$ cat src/rtl/ircart_pkg.sv
package ircart_pkg;

    typedef enum logic [2:0] {
        RG_MODE,
        RG_BANK_LO,
        RG_BANK_HI,
        RG_SPARE,
        RG_RAM,
        RG_OTHER
    } region_t;

    function automatic region_t decode_region(input logic [15:0] addr);
        case (addr[15:13])
            3'b000:  return RG_MODE;
            3'b001:  return RG_BANK_LO;
            3'b010:  return RG_BANK_HI;
            3'b011:  return RG_SPARE;
            3'b101:  return RG_RAM;
            default: return RG_OTHER;
        endcase
    endfunction

    localparam logic [3:0] IR_KEY = 4'hE;

endpackage

$ cat src/rtl/ircart_regs.sv
module ircart_regs
    import ircart_pkg::*;
#(
    parameter int BANK_W = 8
) (
    input  logic              clk,
    input  logic              rst_n,
    input  logic              wr,
    input  region_t           region,
    input  logic [7:0]        wdata,
    output logic              mode,
    output logic [BANK_W-1:0] bank_lo,
    output logic [BANK_W-1:0] bank_hi
);

    typedef struct packed {
        logic              mode;
        logic [BANK_W-1:0] lo;
        logic [BANK_W-1:0] hi;
    } regs_t;

    regs_t s_d, s_q;

    always_comb begin
        s_d = s_q;
        if (wr) begin
            case (region)
                RG_MODE:    s_d.mode = (wdata[3:0] == IR_KEY);
                RG_BANK_LO: s_d.lo   = wdata[BANK_W-1:0];
                RG_BANK_HI: s_d.hi   = wdata[BANK_W-1:0];
                default:    ;
            endcase
        end
    end

    always_ff @(posedge clk or negedge rst_n) begin
        if (!rst_n) s_q <= '0;
        else        s_q <= s_d;
    end

    assign mode    = s_q.mode;
    assign bank_lo = s_q.lo;
    assign bank_hi = s_q.hi;


    spare_noeffect_chk: assert property (@(posedge clk) disable iff (!rst_n)
        (wr && region == RG_SPARE) |=> ($stable(mode) && $stable(bank_lo) && $stable(bank_hi)));

endmodule

$ cat src/rtl/ircart_ir.sv
module ircart_ir #(
    parameter int CNT_W = 16
) (
    input  logic             clk,
    input  logic             rst_n,
    input  logic             ir_wr,
    input  logic             ir_bit,
    output logic             led,
    output logic             evt,
    output logic             evt_level,
    output logic [CNT_W-1:0] evt_cycles
);

    localparam logic [CNT_W-1:0] CNT_MAX = {CNT_W{1'b1}};
    localparam logic [CNT_W-1:0] CNT_ONE = CNT_W'(1);

    typedef struct packed {
        logic             led;
        logic             evt;
        logic             lvl;
        logic [CNT_W-1:0] cyc;
        logic [CNT_W-1:0] cnt;
    } ir_t;

    ir_t  s_d, s_q;
    logic change;

    always_comb begin
        s_d     = s_q;
        s_d.evt = 1'b0;
        change  = ir_wr && (ir_bit != s_q.led);
        if (change) begin
            s_d.led = ir_bit;
            s_d.evt = 1'b1;
            s_d.lvl = ir_bit;
            s_d.cyc = s_q.cnt;
            s_d.cnt = CNT_ONE;
        end else if (s_q.cnt != CNT_MAX) begin
            s_d.cnt = s_q.cnt + CNT_ONE;
        end
    end

    always_ff @(posedge clk or negedge rst_n) begin
        if (!rst_n) s_q <= '0;
        else        s_q <= s_d;
    end

    assign led        = s_q.led;
    assign evt        = s_q.evt;
    assign evt_level  = s_q.lvl;
    assign evt_cycles = s_q.cyc;


    cnt_saturate_chk: assert property (@(posedge clk) disable iff (!rst_n)
        (s_q.cnt == CNT_MAX && !change) |=> (s_q.cnt == CNT_MAX));


    led_change_evt_chk: assert property (@(posedge clk) disable iff (!rst_n)
        (led != $past(led)) |-> evt);


    evt_level_chk: assert property (@(posedge clk) disable iff (!rst_n)
        evt |-> (evt_level == led));

endmodule

$ cat src/rtl/ircart_rdmux.sv
module ircart_rdmux
    import ircart_pkg::*;
#(
    parameter bit RAM_FITTED = 1'b1
) (
    input  region_t    region,
    input  logic       rd,
    input  logic       wr,
    input  logic       mode,
    input  logic [7:0] ram_rdata,
    input  logic       led,
    input  logic       rx,
    input  logic       host_led,
    output logic [7:0] rdata,
    output logic       cs,
    output logic       we
);

    logic in_win;

    always_comb begin
        in_win = (region == RG_RAM);
        cs     = RAM_FITTED && in_win && !mode && (rd || wr);
        we     = cs && wr;
        rdata  = 8'hFF;
        if (in_win && mode)
            rdata = {2'b11, 5'b00000, led | rx | host_led};
        else if (in_win && RAM_FITTED)
            rdata = ram_rdata;
    end

endmodule

$ cat src/rtl/ircart_ctrl.sv
module ircart_ctrl
    import ircart_pkg::*;
#(
    parameter int BANK_W     = 8,
    parameter int CNT_W      = 16,
    parameter bit RAM_FITTED = 1'b1
) (
    input  logic                clk,
    input  logic                rst_n,
    input  logic [15:0]         cpu_addr,
    input  logic [7:0]          cpu_wdata,
    input  logic                cpu_rd,
    input  logic                cpu_wr,
    output logic [7:0]          cpu_rdata,
    output logic [BANK_W+13:0]  rom_addr,
    output logic [BANK_W+12:0]  ram_addr,
    output logic                ram_cs,
    output logic                ram_we,
    input  logic [7:0]          ram_rdata,
    input  logic                host_led,
    input  logic                ir_rx,
    output logic                ir_led,
    output logic                ir_evt,
    output logic                ir_evt_level,
    output logic [CNT_W-1:0]    ir_evt_cycles
);

    region_t           region;
    logic              mode;
    logic [BANK_W-1:0] bank_lo, bank_hi;
    logic              ir_wr;

    always_comb begin
        region   = decode_region(cpu_addr);
        ir_wr    = cpu_wr && mode && (region == RG_RAM);
        rom_addr = {(cpu_addr[14] ? bank_lo : {BANK_W{1'b0}}), cpu_addr[13:0]};
        ram_addr = {bank_hi, cpu_addr[12:0]};
    end

    ircart_regs #(.BANK_W(BANK_W)) u_regs (
        .clk     (clk),
        .rst_n   (rst_n),
        .wr      (cpu_wr),
        .region  (region),
        .wdata   (cpu_wdata),
        .mode    (mode),
        .bank_lo (bank_lo),
        .bank_hi (bank_hi)
    );

    ircart_ir #(.CNT_W(CNT_W)) u_ir (
        .clk        (clk),
        .rst_n      (rst_n),
        .ir_wr      (ir_wr),
        .ir_bit     (cpu_wdata[0]),
        .led        (ir_led),
        .evt        (ir_evt),
        .evt_level  (ir_evt_level),
        .evt_cycles (ir_evt_cycles)
    );

    ircart_rdmux #(.RAM_FITTED(RAM_FITTED)) u_rdmux (
        .region    (region),
        .rd        (cpu_rd),
        .wr        (cpu_wr),
        .mode      (mode),
        .ram_rdata (ram_rdata),
        .led       (ir_led),
        .rx        (ir_rx),
        .host_led  (host_led),
        .rdata     (cpu_rdata),
        .cs        (ram_cs),
        .we        (ram_we)
    );


    ir_blocks_ram_chk: assert property (@(posedge clk) disable iff (!rst_n)
        mode |-> !ram_cs);


    ir_read_pattern_chk: assert property (@(posedge clk) disable iff (!rst_n)
        (mode && cpu_rd && region == RG_RAM) |-> (cpu_rdata[7:1] == 7'b1100000));


    ir_write_led_chk: assert property (@(posedge clk) disable iff (!rst_n)
        ir_wr |=> (ir_led == $past(cpu_wdata[0])));


    plain_write_led_chk: assert property (@(posedge clk) disable iff (!rst_n)
        (cpu_wr && !mode) |=> $stable(ir_led));

endmodule

$ cat config.mk
export PLATFORM = sky130hd
export DESIGN_NAME = ircart_ctrl
export DESIGN_NICKNAME = d
export VERILOG_FILES = /design/src/rtl/ircart_pkg.sv /design/src/rtl/ircart_regs.sv /design/src/rtl/ircart_ir.sv /design/src/rtl/ircart_rdmux.sv /design/src/rtl/ircart_ctrl.sv
export SDC_FILE = /design/constraint.sdc
export NUM_CORES = 1
export LEC_CHECK = 0
export CORE_MARGIN = 2
export CORE_UTILIZATION = 39
export CTS_CLUSTER_SIZE = 24
export DETAILED_ROUTE_END_ITERATION = 6
export PLACE_DENSITY_LB_ADDON = 0.15
export SYNTH_ARGS = -nofsm -noshare
export SYNTH_HDL_FRONTEND = slang
export SYNTH_SLANG_ARGS = --single-unit
$ cat constraint.sdc
create_clock -name clk -period 1.5 [get_ports clk]
set_input_delay 0.225 -clock clk [delete_from_list [all_inputs] [get_ports clk]]
set_output_delay 0.225 -clock clk [all_outputs]
set_load 0.05 [all_outputs]
==> Word-level counts from Yosys, hierarchy flattened <==
Index checks and enable logic that the tools add are counted.
Widths: inputs -> output; s select.
{ "word_totals": {"regBits": 51, "input_bits": 38, "out_inout_bits": 72, "elab_cells": 42} }
{ "op_classes": {"addsub": 1, "n_eq_ne": 10, "mux": 7, "n_bitwise": 2, "reduce_logical": 15} }
{ "op_table": {"columns": ["op", "count"], "rows": [
  ["$mux 16", 2],
  ["$mux 8", 3],
  ["$mux 18", 1],
  ["$add 16x1->16 const B", 1],
  ["$ne 16x16->1 const B", 1],
  ["$pmux 3 s5", 1],
  ["$eq 3x2->1 const B", 3],
  ["$logic_and 1x1->1", 7],
  ["$eq 3x1->1 const B", 2],
  ["$eq 3x3->1 const B", 2],
  ["$logic_not 3->1", 2],
  ["$reduce_and 2->1", 3],
  ["$eq 4x4->1 const B", 1],
  ["$or 1x1->1", 2],
  ["$reduce_bool 2->1", 1],
  ["$logic_not 1->1", 1],
  ["$logic_or 1x1->1", 1],
  ["$ne 1x1->1", 1]
]} }

==> Logic depth before layout (Yosys ltp) <==
Gate-level depths: netlist (run 1).
{ "depth": {"word_depth": 6, "mapped_depth": 8, "mapped_depth_nobuf": 5} }

==> Modules after synthesis <==
A second synthesis (run 1) with hierarchy kept.
{ "hier_totals": {"cells_unflattened": 273, "area_unflattened_um2": 2820.2} }
{ "modules_own_cells": {"columns": ["module", "instances", "cells_per_inst", "area_each_um2", "seq_area_each_um2"], "rows": [
  ["ircart_ir", 1, 172, 1665.3, 850.8],
  ["ircart_regs", 1, 40, 743.2, 425.4],
  ["ircart_ctrl", 1, 41, 289.0, 0.0],
  ["ircart_rdmux", 1, 20, 122.6, 0.0]
]} }

==> Worst setup path after synthesis (run 1) <==
Ideal clock, no wire load.
{ "synth_timing": {"path_type": "register to output", "startpoint": "register u_regs.s_q (netlist bit u_regs.mode)", "endpoint": "output port cpu_rdata[1]", "t_arrival_ps": 1669, "t_required_ps": 1275, "slack_ps": -394, "stages_incl_launch_ff": 3, "path_buffers": 1, "path_cell_list": "dfrtp_1 > clkbuf_1 > o21ai_0"} }
{ "synth_via": {"elab_chain_cells": 2} }
{ "synth_lines": {"columns": ["element", "line_no", "source"], "rows": [
  ["from (decl)", "ircart_regs.sv:22", "regs_t s_d, s_q;"],
  ["from (signal assigned)", "ircart_regs.sv:37", "if (!rst_n) s_q <= '0;"],
  ["from (signal assigned)", "ircart_regs.sv:38", "else s_q <= s_d;"],
  ["$logic_and 1x1->1", "ircart_rdmux.sv:26", "if (in_win && mode)"],
  ["$mux 8", "ircart_rdmux.sv:26", null],
  ["to (decl)", "ircart_ctrl.sv:14", "output logic [7:0] cpu_rdata,"]
]} }
Every way passes these cells.

==> Worst setup path in the final report (run 1) <==
{ "layout_timing": {"startpoint": "register u_ir.s_q (netlist bit u_ir.led)", "endpoint": "output port cpu_rdata[0]"} }
{ "layout_via": {"elab_chain_cells": 3} }
{ "layout_lines": {"columns": ["element", "line_no", "source"], "rows": [
  ["from (decl)", "ircart_ir.sv:25", "ir_t s_d, s_q;"],
  ["from (signal assigned)", "ircart_ir.sv:44", "if (!rst_n) s_q <= '0;"],
  ["from (signal assigned)", "ircart_ir.sv:45", "else s_q <= s_d;"],
  ["$or 1x1->1 (2 in series)", "ircart_rdmux.sv:27", "rdata = {2'b11, 5'b00000, led | rx | host_led};"],
  ["$mux 8", "ircart_rdmux.sv:26", null]
]} }
Every way passes these cells.

==> flow_metrics.py, run 1 <==
metrics = {
    "clocking": {
        "clkSlewWorstSetupHoldPaths_ps": 90,
        "clock_path_buffers": 2,
        "clock_latency_ps": 310,
        "numCtsBuffers": 5,
        "cts_root_buffer": "clkbuf_8",
        "cts_tree": "yes",
        "htreeDepth": 2,
        "cts_sinks": 51,
    },
    "finish": {
        "fin_area_mm2": 0.00414,
        "nNetsFinal": 393,
        "regArea_mm2": 0.00128,
        "multi_input_area_mm2": 0.00118,
        "num-fill-cells": 552,
        "final_cell_mix": "62 x nand2_1, 53 x buf_4, 49 x dfrtp_1, 35 x buf_12, 20 x clkdlybuf4s50_1",
        "antenna_cells": 0,
        "area_growth_pct": 52.7,
        "drive_above_1_share_pct": 44.5,
        "mostFrequentLayoutCell": "nand2_1",
    },
    "setup_path": {
        "regToRegSetupSlack_ps": -10,
        "crit_type": "reg -> out",
        "cp_common_cell": "nand2_1",
        "cp_max_fo": 2,
        "crit_chain": "buf_6 > nor3_4 > nand2_1 > o21ai_1 > nand2_1 > buf_12",
        "crit_slowest_cell": "dfrtp_2",
        "worstPathRequired_ps": 1270,
        "crit_path_end": "cpu_rdata[0]",
        "arrival_ps": 1330,
        "setup.worst_path.end_class": "output pin",
        "r2r_start": "u_ir.s_q[1]",
        "r2r_cells": 7,
        "worstSetupStartpoint": "u_ir.led",
        "crit_path_max_incr_delay_ps": 410,
        "crit_path_start_kind": "flip-flop",
        "reg2reg_to": "u_ir.s_q[1]",
    },
    "floorplan": {
        "rows": 30,
        "die_area_mm2": 0.00763,
        "die_h_um": 87.4,
        "die_w_um": 87.4,
        "start_util_pct": 40.1,
        "io_pins": 110,
        "core_area_mm2": 0.00676,
    },
    "sta": {
        "post-route-min-period_ps": 1560,
        "layout_setup_ws_ps": -57.7,
        "worst_pin_slew_ps": 311,
        "setup_tns_ps": -133,
        "hold_violations": 0,
        "max_clock_freq_ghz": 0.642,
        "setup_viol": 5,
        "timing.hold.ws_ps": 373,
        "fin_worst_skew_ps": 8.26,
        "slew_headroom_pct": 79.0,
        "post-route-period-util_pct": 104,
        "rsz0062_at_grt": "true",
        "slew_violations": 0,
    },
    "synthesis": {
        "syn_area_per_cell_um2": 9.71,
        "synth-seq-area-share_pct": 47.1,
        "syn_nets": 318,
        "ys_types": 43,
        "ys_warn_count": 0,
        "synth_seq_cells": 51,
        "synth-main-ff-cell": "dfrtp_1",
        "synth_edf_count": 0,
        "async_reset_ff_share_pct": 100,
        "post_synth_inst_count": 279,
        "netlist_area_mm2": 0.00271,
    },
    "routing": {
        "wl_per_cell_um": 14.6,
        "routed_wl_mm": 6.34,
        "drtPass1Iterations": 4,
        "drtIter0Drc": 98,
        "drc": 0,
        "avgViaCountPerCell": 4.99,
        "vias": 2171,
        "ant_nets": 0,
    },
    "power_and_ir_drop": {
        "power_density_mw_per_mm2": 1230,
        "total_power_mw": 5.09,
        "p_leak_nw": 1.90,
        "peakVddDrop_mv": 0.547,
    },
    "run_status": {
        "violations": "setup timing",
        "status": "finished, violations left",
    },
    "place": {
        "gp_congestion": 0.759,
        "port_buffers": 70,
        "hpwlAfterDp_mm": 4.39,
        "dpl_cell_area_mm2": 0.00378,
    },
    "grt": {
        "grt_usage_pct": 16.6,
        "grt_max_degree": 52,
        "grt_first_pass_wirelength_mm": 9.98,
        "grt_pass1_vias": 2154,
        "overflow": 0,
        "antenna_found_initial": 0,
    },
    "flow_run": {
        "max-cap-violations": 0,
    },
    "hold_path": {
        "hold_class": "in -> reg",
    },
}
-- worst min-delay path by stage --
stage	start	slack, ps	endpoint	cells past startpoint
after floorplan	rst_n	-70	u_ir.evt	0
after global placement	rst_n	240	u_regs.bank_hi[5]	2
after detailed placement	rst_n	240	u_regs.bank_hi[5]	2
after CTS	rst_n	450	u_regs.bank_hi[5]	3
after global routing	cpu_addr[13]	390	u_regs.mode	4
final	cpu_addr[13]	370	u_regs.mode	4
-- cell type report --
class	instances	share of cell area (%)
Clock buffer	6	2.00
Clock inverter	2	0.937
Timing Repair Buffer	121	34.5
Inverter	8	0.786
Tap cell	80	2.42
Multi-Input combinational cell	167	28.5
Sequential cell	51	30.9
-- cell usage after synthesis (all sizes together) (2+ instances only) --
cell type	n	area (um2)
nand2	62	233
buf	47	350
and2	10	62.6
dfrtp	51	1280
xor2	2	17.5
a31oi	2	12.5
nand4	5	52.6
o311ai	2	17.5
o31ai	2	15.0
a21oi	6	30.0
nor4bb	2	20.0
clkbuf	7	27.5
inv	8	30.0
nand3	3	15.0
nor2	6	22.5
mux2	16	180
and3b	2	17.5
o21ai	12	60.1
o41ai	2	17.5
a211oi	2	15.0
or4	3	22.5
or3	4	26.3
nor4	3	33.8
mux2i	3	30.0
nor3	6	35.0
-- metal layers --
layer / vias to the layer above / part of all wire, % / GRT usage [%]
li1: 1055 / - / -
met1: 1045 / 44 / 21.0
met2: 62 / 49 / 28.2
met3: 9 / 6.1 / 4.17
met4: 0 / 1.1 / 4.76
met5: - / 0 / 0
-- power by group --
part	switching (mW)	internal (mW)	total (mW)	leakage, nW
Clock	0.462	0.549	1.01	0.0618
Combinational	1.18	1.01	2.19	1.21
Sequential	0.223	1.67	1.89	0.627
-- stage by stage --
step                cells  utilization, %  worst slack [ps]
floorplan             279               -             -26.1
global placement      419            55.9              -356
detailed placement    419            55.9              -341
CTS                   434            59.7             -57.1
global route          435            61.3              -133
finish                435            61.3             -57.7
-- critical path: cells and delay by family, from the launching register on --
family,cells,cell delay (ps)
simple gates,3,270
flops,1,410
compound gates,1,70
buf+inv,2,280
-- state kept, by name, indices dropped and copies added, names as in the netlist --
name,cells
u_ir.evt_cycles,16
u_ir.s_q,16
u_regs.bank_hi,8
u_regs.bank_lo,8
u_ir.evt,1
u_ir.led,1
u_regs.mode,1
-- kinds of logic (layout without fill, tap and decap cells) --
kind of cell	after synthesis	after routing	share of synthesized area (%)
xor gates and xnor gates	2	2	0.646
muxes	19	19	7.76
adders and majority gates	1	1	0.462
and+or+nand+nor	114	115	22.3
DFF	51	51	47.1
buffers and inverters	62	137	15.1
AOI/OAI and AO/OA	30	30	6.74
-- timing repair --
action                     in CTS  in global routing
setup endpoints to repair      38                 31
setup buffers                   7                  1
pin swaps                      12                 16
hold buffers                    1                  0
resized for setup              24                 28
hold endpoints to repair       51                  0
gates cloned                    0                  1
Power figures use the tool's default switching activity.
==> run 2, diff against run 1 <==
--- a/config.mk
+++ b/config.mk
@@ -10,6 +10,7 @@
 export CTS_CLUSTER_SIZE = 24
 export DETAILED_ROUTE_END_ITERATION = 6
 export PLACE_DENSITY_LB_ADDON = 0.15
+export SKIP_LAST_GASP = 1
 export SYNTH_ARGS = -nofsm -noshare
 export SYNTH_HDL_FRONTEND = slang
 export SYNTH_SLANG_ARGS = --single-unit
==> run 2 against run 1 <==
  * The flow still finishes with violations (setup timing)
  * Cell count is 0.23% higher
  * Core utilization is 0.41 points higher
  * Register-to-register slack worse by 40 ps
  * Critical path depth stayed put
  * Maximum frequency hardly changed
  * Clock power hardly changed
  * First-iteration DRC count is 8.2% higher
  * Power is 0.69% higher
  * Worst setup slack worse by 0.61 ps
  * Worst hold slack better by 20 ps
  * Sequential power hardly changed
  * Die area stayed put
  * Largest cell class unchanged
==> flow_metrics.py, run 2 (same netlist as run 1, synthesis figures left out) <==
metrics = {
    "floorplan": {
        "io_pins": 110,
        "core_area_mm2": 0.00676,
        "rows": 30,
        "die_w_um": 87.4,
        "start_util_pct": 40.1,
        "die_area_mm2": 0.00763,
        "die_h_um": 87.4,
    },
    "setup_path": {
        "r2r_cells": 7,
        "worst-path-buf-inv": 2,
        "r2r_start": "u_ir.s_q[0]",
        "worstSetupStartpoint": "u_ir.led",
        "setup.worst_path.end_class": "output pin",
        "cp_max_fo": 2,
        "worstPathRequired_ps": 1270,
        "crit_chain": "buf_6 > nor3_4 > nand2_1 > o21ai_1 > nand2_1 > buf_12",
        "arrival_ps": 1330,
        "crit_path_max_incr_delay_ps": 410,
        "regToRegSetupSlack_ps": -50,
        "crit_type": "reg -> out",
        "cp_common_cell": "nand2_1",
        "crit_slowest_cell": "dfrtp_2",
        "crit_path_start_kind": "flip-flop",
        "path_delay_family": "flip-flops",
        "reg2reg_to": "u_ir.s_q[3]",
    },
    "power_and_ir_drop": {
        "p_switching_mw": 1.88,
        "power_density_mw_per_mm2": 1230,
        "p_comb_share_pct": 43.5,
        "p_leak_nw": 1.91,
        "total_power_mw": 5.13,
        "p_clk_share_pct": 19.6,
        "seqPwrFrac_pct": 36.9,
        "internal-power_mw": 3.25,
        "netSwitchingFraction_pct": 36.7,
        "peakVddDrop_mv": 0.546,
    },
    "sta": {
        "fin_worst_skew_ps": 8.67,
        "slew_violations": 0,
        "timing.hold.ws_ps": 394,
        "worst_pin_slew_ps": 338,
        "rsz0062_at_grt": "true",
        "slew_headroom_pct": 77.3,
        "max_clock_freq_ghz": 0.642,
        "setup_viol": 6,
        "post-route-period-util_pct": 104,
        "hold_violations": 0,
        "post-route-min-period_ps": 1560,
        "layout_setup_ws_ps": -58.3,
    },
    "place": {
        "port_buffers": 70,
        "hpwlAfterDp_mm": 4.39,
        "gp_congestion": 0.759,
        "dpl_cell_area_mm2": 0.00378,
        "dp_slack_ps": -341,
        "dp_cells": 419,
    },
    "routing": {
        "drtIter0Drc": 106,
        "vias": 2180,
        "drc": 0,
        "wl_per_cell_um": 14.7,
        "avgViaCountPerCell": 5.00,
        "routed_wl_mm": 6.39,
        "drtPass1Iterations": 4,
        "ant_nets": 0,
    },
    "grt": {
        "antenna_found_initial": 0,
        "overflow": 0,
        "grt_pass1_vias": 2152,
        "grt_usage_pct": 16.6,
        "grt_first_pass_wirelength_mm": 9.98,
        "grt_max_degree": 52,
    },
    "run_status": {
        "violations": "setup timing",
        "status": "finished, violations left",
    },
    "finish": {
        "final_cell_mix": "62 x nand2_1, 53 x buf_4, 49 x dfrtp_1, 35 x buf_12, 20 x clkdlybuf4s50_1",
        "antenna_cells": 0,
        "drive_above_1_share_pct": 44.4,
        "final_cells": 436,
        "nNetsFinal": 394,
        "fin_area_mm2": 0.00417,
        "mostFrequentLayoutCell": "nand2_1",
        "area_growth_pct": 53.7,
        "num-fill-cells": 558,
    },
    "clocking": {
        "cts_root_buffer": "clkbuf_8",
        "cts_sinks": 51,
        "cts_tree": "yes",
        "clock_latency_ps": 300,
        "clock_path_buffers": 2,
        "numCtsBuffers": 5,
        "htreeDepth": 2,
        "clkSlewWorstSetupHoldPaths_ps": 90,
    },
    "hold_path": {
        "hold_class": "in -> reg",
        "min_from": "cpu_addr[14]",
        "hold_path_end": "u_regs.mode",
        "hold_depth": 4,
    },
    "flow_run": {
        "max-cap-violations": 0,
    },
}
==> run 2: per-layer routing <==
layer | wire, um | track usage [%] | share of wire (%)
met4 | 70 | 4.76 | 1.1
met1 | 2820 | 21.0 | 44
met5 | 0 | 0 | 0
met3 | 358 | 4.17 | 5.6
met2 | 3150 | 28.2 | 49
==> run 2: power groups by stage <==
stage | clock network [mW] | registers [mW] | logic, mW
after floorplan | 0 | 2.11 | 1.05
after global placement | 0 | 1.90 | 2.00
after detailed placement | 0 | 1.92 | 2.03
after CTS | 1.05 | 1.89 | 2.10
after global routing | 1.09 | 1.92 | 2.39
final | 1.01 | 1.89 | 2.23
==> run 2: final cells by class <==
type	instances	area (um2)	share of cell area, %
multi-input cells	167	1190	28.7
inverters	8	32.5	0.781
flip-flops and latches	51	1280	30.7
well taps	80	100	2.40
clock inverters	2	38.8	0.931
repair buffers	122	1440	34.5
clock buffers	6	82.6	1.98
==> run 2: worst max-delay path by stage <==
stage	cells past startpoint	end
2_1_floorplan	2	cpu_rdata[1]
3_3_place_gp	5	u_regs.bank_hi[7]
3_5_place_dp	5	u_regs.bank_hi[0]
4_1_cts	6	cpu_rdata[0]
5_1_grt	7	u_ir.s_q[3]
6_report	6	cpu_rdata[0]
==> run 2: what timing repair did <==
action	in CTS	in global routing
cloned	0	1
pin swaps	10	8
hold buffers	1	0
setup endpoints to repair	38	31
gates resized for setup	24	26
buffers inserted	7	2
endpoints found under the hold margin	51	0
==> run 2: metrics by stage <==
step / util [%] / TNS (ps)
after floorplan: - / -150
after global placement: 55.9 / -15210
after detailed placement: 55.9 / -15950
after CTS: 59.7 / -216
after global routing: 61.7 / -1220
final: 61.7 / -201
==> run 2: worst reg2reg max path, delay by kind of cell, from the launching register on <==
kind	cells	cell delay [ps]
compound gates	1	130
flops	1	390
buf+inv	2	280
simple gates	3	490
fa+ha+maj	1	200
==> run 3, diff against run 2 <==
--- a/config.mk
+++ b/config.mk
@@ -5,8 +5,10 @@
 export SDC_FILE = /design/constraint.sdc
 export NUM_CORES = 1
 export LEC_CHECK = 0
+export CELL_PAD_IN_SITES_DETAIL_PLACEMENT = 0
+export CELL_PAD_IN_SITES_GLOBAL_PLACEMENT = 1
 export CORE_MARGIN = 2
-export CORE_UTILIZATION = 39
+export CORE_UTILIZATION = 29
 export CTS_CLUSTER_SIZE = 24
 export DETAILED_ROUTE_END_ITERATION = 6
 export PLACE_DENSITY_LB_ADDON = 0.15
==> run 3 against run 2 <==
  * Clock power shrank 15%
  * Worst hold slack lost 13 ps
  * The run still ends with setup timing left
  * Clock skew grew 3.1 ps
==> flow_metrics.py, run 3 (same netlist as run 1, synthesis figures left out) <==
metrics = {
    "run_status": {
        "status": "finished, violations left",
        "violations": "setup timing",
    },
    "routing": {
        "ant_nets": 0,
        "routed_wl_mm": 6.43,
        "avgViaCountPerCell": 4.62,
        "vias": 2212,
        "wl_per_cell_um": 13.4,
        "drtPass1Iterations": 4,
        "drc": 0,
        "drtIter0Drc": 61,
    },
    "setup_path": {
        "crit_slowest_cell": "dfrtp_1",
        "crit_path_max_incr_delay_ps": 430,
        "cp_max_fo": 10,
        "worstPathRequired_ps": 1750,
        "r2r_start": "u_ir.s_q[0]",
        "crit_cells": 7,
        "crit_path_start_kind": "flip-flop",
        "worst-path-buf-inv": 2,
        "setup.worst_path.end_class": "flip-flop",
        "reg2reg_to": "u_ir.s_q[6]",
        "crit_type": "reg -> reg",
        "regToRegSetupSlack_ps": -130,
        "r2r_cells": 7,
        "crit_chain": "ha_2 > nand4_1 > buf_6 > nor3_4 > buf_12 > or3_2 > a21oi_2",
        "path_delay_family": "simple AND/OR/NAND/NOR gates",
        "arrival_ps": 1880,
    },
    "floorplan": {
        "die_w_um": 101,
        "io_pins": 110,
        "core_area_mm2": 0.00915,
        "start_util_pct": 29.6,
        "die_h_um": 101,
        "die_area_mm2": 0.0101,
        "rows": 35,
    },
    "clocking": {
        "htreeDepth": 2,
        "clock_path_buffers": 2,
        "cts_root_buffer": "clkbuf_8",
        "clock_latency_ps": 310,
        "cts_sinks": 51,
        "numCtsBuffers": 5,
        "cts_tree": "yes",
        "clkSlewWorstSetupHoldPaths_ps": 110,
    },
    "power_and_ir_drop": {
        "total_power_mw": 5.01,
        "p_leak_nw": 1.97,
        "peakVddDrop_mv": 0.441,
        "power_density_mw_per_mm2": 1150,
    },
    "grt": {
        "overflow": 0,
        "antenna_found_initial": 0,
        "grt_pass1_vias": 2256,
        "grt_max_degree": 35,
        "grt_first_pass_wirelength_mm": 10.6,
        "grt_usage_pct": 13.0,
    },
    "sta": {
        "fin_worst_skew_ps": 11.8,
        "slew_violations": 0,
        "rsz0062_at_grt": "true",
        "worst_pin_slew_ps": 441,
        "setup_viol": 14,
        "layout_setup_ws_ps": -135,
        "max_clock_freq_ghz": 0.612,
        "slew_headroom_pct": 70.6,
        "hold_violations": 0,
        "setup_tns_ps": -1030,
        "post-route-period-util_pct": 109,
        "timing.hold.ws_ps": 380,
        "post-route-min-period_ps": 1630,
    },
    "place": {
        "gp_congestion": 0.753,
        "dp_cells": 459,
        "port_buffers": 70,
        "hpwlAfterDp_mm": 4.72,
    },
    "finish": {
        "regArea_mm2": 0.00128,
        "multi_input_area_mm2": 0.00120,
        "drive_above_1_share_pct": 46.2,
        "final_cells": 479,
        "area_growth_pct": 60.3,
        "num-fill-cells": 871,
        "final_cell_mix": "62 x nand2_1, 62 x buf_4, 49 x dfrtp_1, 39 x buf_12, 19 x clkdlybuf4s50_1",
        "nNetsFinal": 406,
        "finish.utilization_pct": 47.5,
        "antenna_cells": 0,
    },
    "hold_path": {
        "hold_class": "in -> async",
    },
    "flow_run": {
        "max-cap-violations": 0,
    },
}
## run 3: cell types whose count changed in the layout (fill, tap and decap cells not counted), sizes merged
cell and change:
dlymetal6s2s +1, nor3 -1, buf +13, bufinv -1, clkdlybuf4s15 +1, clkdlybuf4s50 -1, clkbuf -2, clkinv +2
## run 3: layer usage
layer / track usage [%] / up-vias / wire length (um)
li1: - / 1077 / -
met5: 0 / - / 0
met4: 4.32 / 0 / 66
met3: 3.19 / 7 / 409
met1: 16.9 / 1055 / 2920
met2: 21.3 / 73 / 3040
## run 3: report_power, final
part           switching, mW  internal [mW]
registers              0.225           1.67
logic                   1.17           1.09
clock network          0.508          0.347
## run 3: worst register-to-register path, stage by stage (launching register included)
cell	delay [ps]
dfrtp_1	430
ha_2	200
nand4_1	100
buf_6	130
nor3_4	50
buf_12	130
or3_2	420
a21oi_2	120
## run 3: what timing repair did
item                                   CTS  global route
pin swaps                                5            14
buffers inserted                         6             6
resized for setup                       20            35
cloned                                   0             0
hold buffers                             1             0
setup endpoints to repair               40            41
endpoints found under the hold margin   17             0
## run 3: cell type report
type                    instances  share of cell area, %
well taps                     111                   3.20
multi-input cells             166                   27.6
clock buffers                   5                   1.58
inverters                       8                  0.691
flip-flops and latches         51                   29.4
clock inverters                 3                  0.662
repair buffers                135                   36.8
## run 3: worst max path at each step
stage / startpoint / end
2_1_floorplan: u_regs.mode / cpu_rdata[1]
3_3_place_gp: cpu_addr[13] / u_regs.bank_hi[6]
3_5_place_dp: cpu_addr[13] / u_regs.bank_hi[2]
4_1_cts: u_ir.s_q[0] / u_ir.s_q[9]
5_1_grt: u_ir.s_q[0] / u_ir.s_q[11]
6_report: u_ir.s_q[0] / u_ir.s_q[6]
## run 3: stage by stage
stage               instance area, um2  setup slack [ps]
finish                            4340              -135
global route                      4340              -202
CTS                               4140              -138
detailed placement                3920              -374
global placement                  3920              -355
floorplan                         2720             -26.1
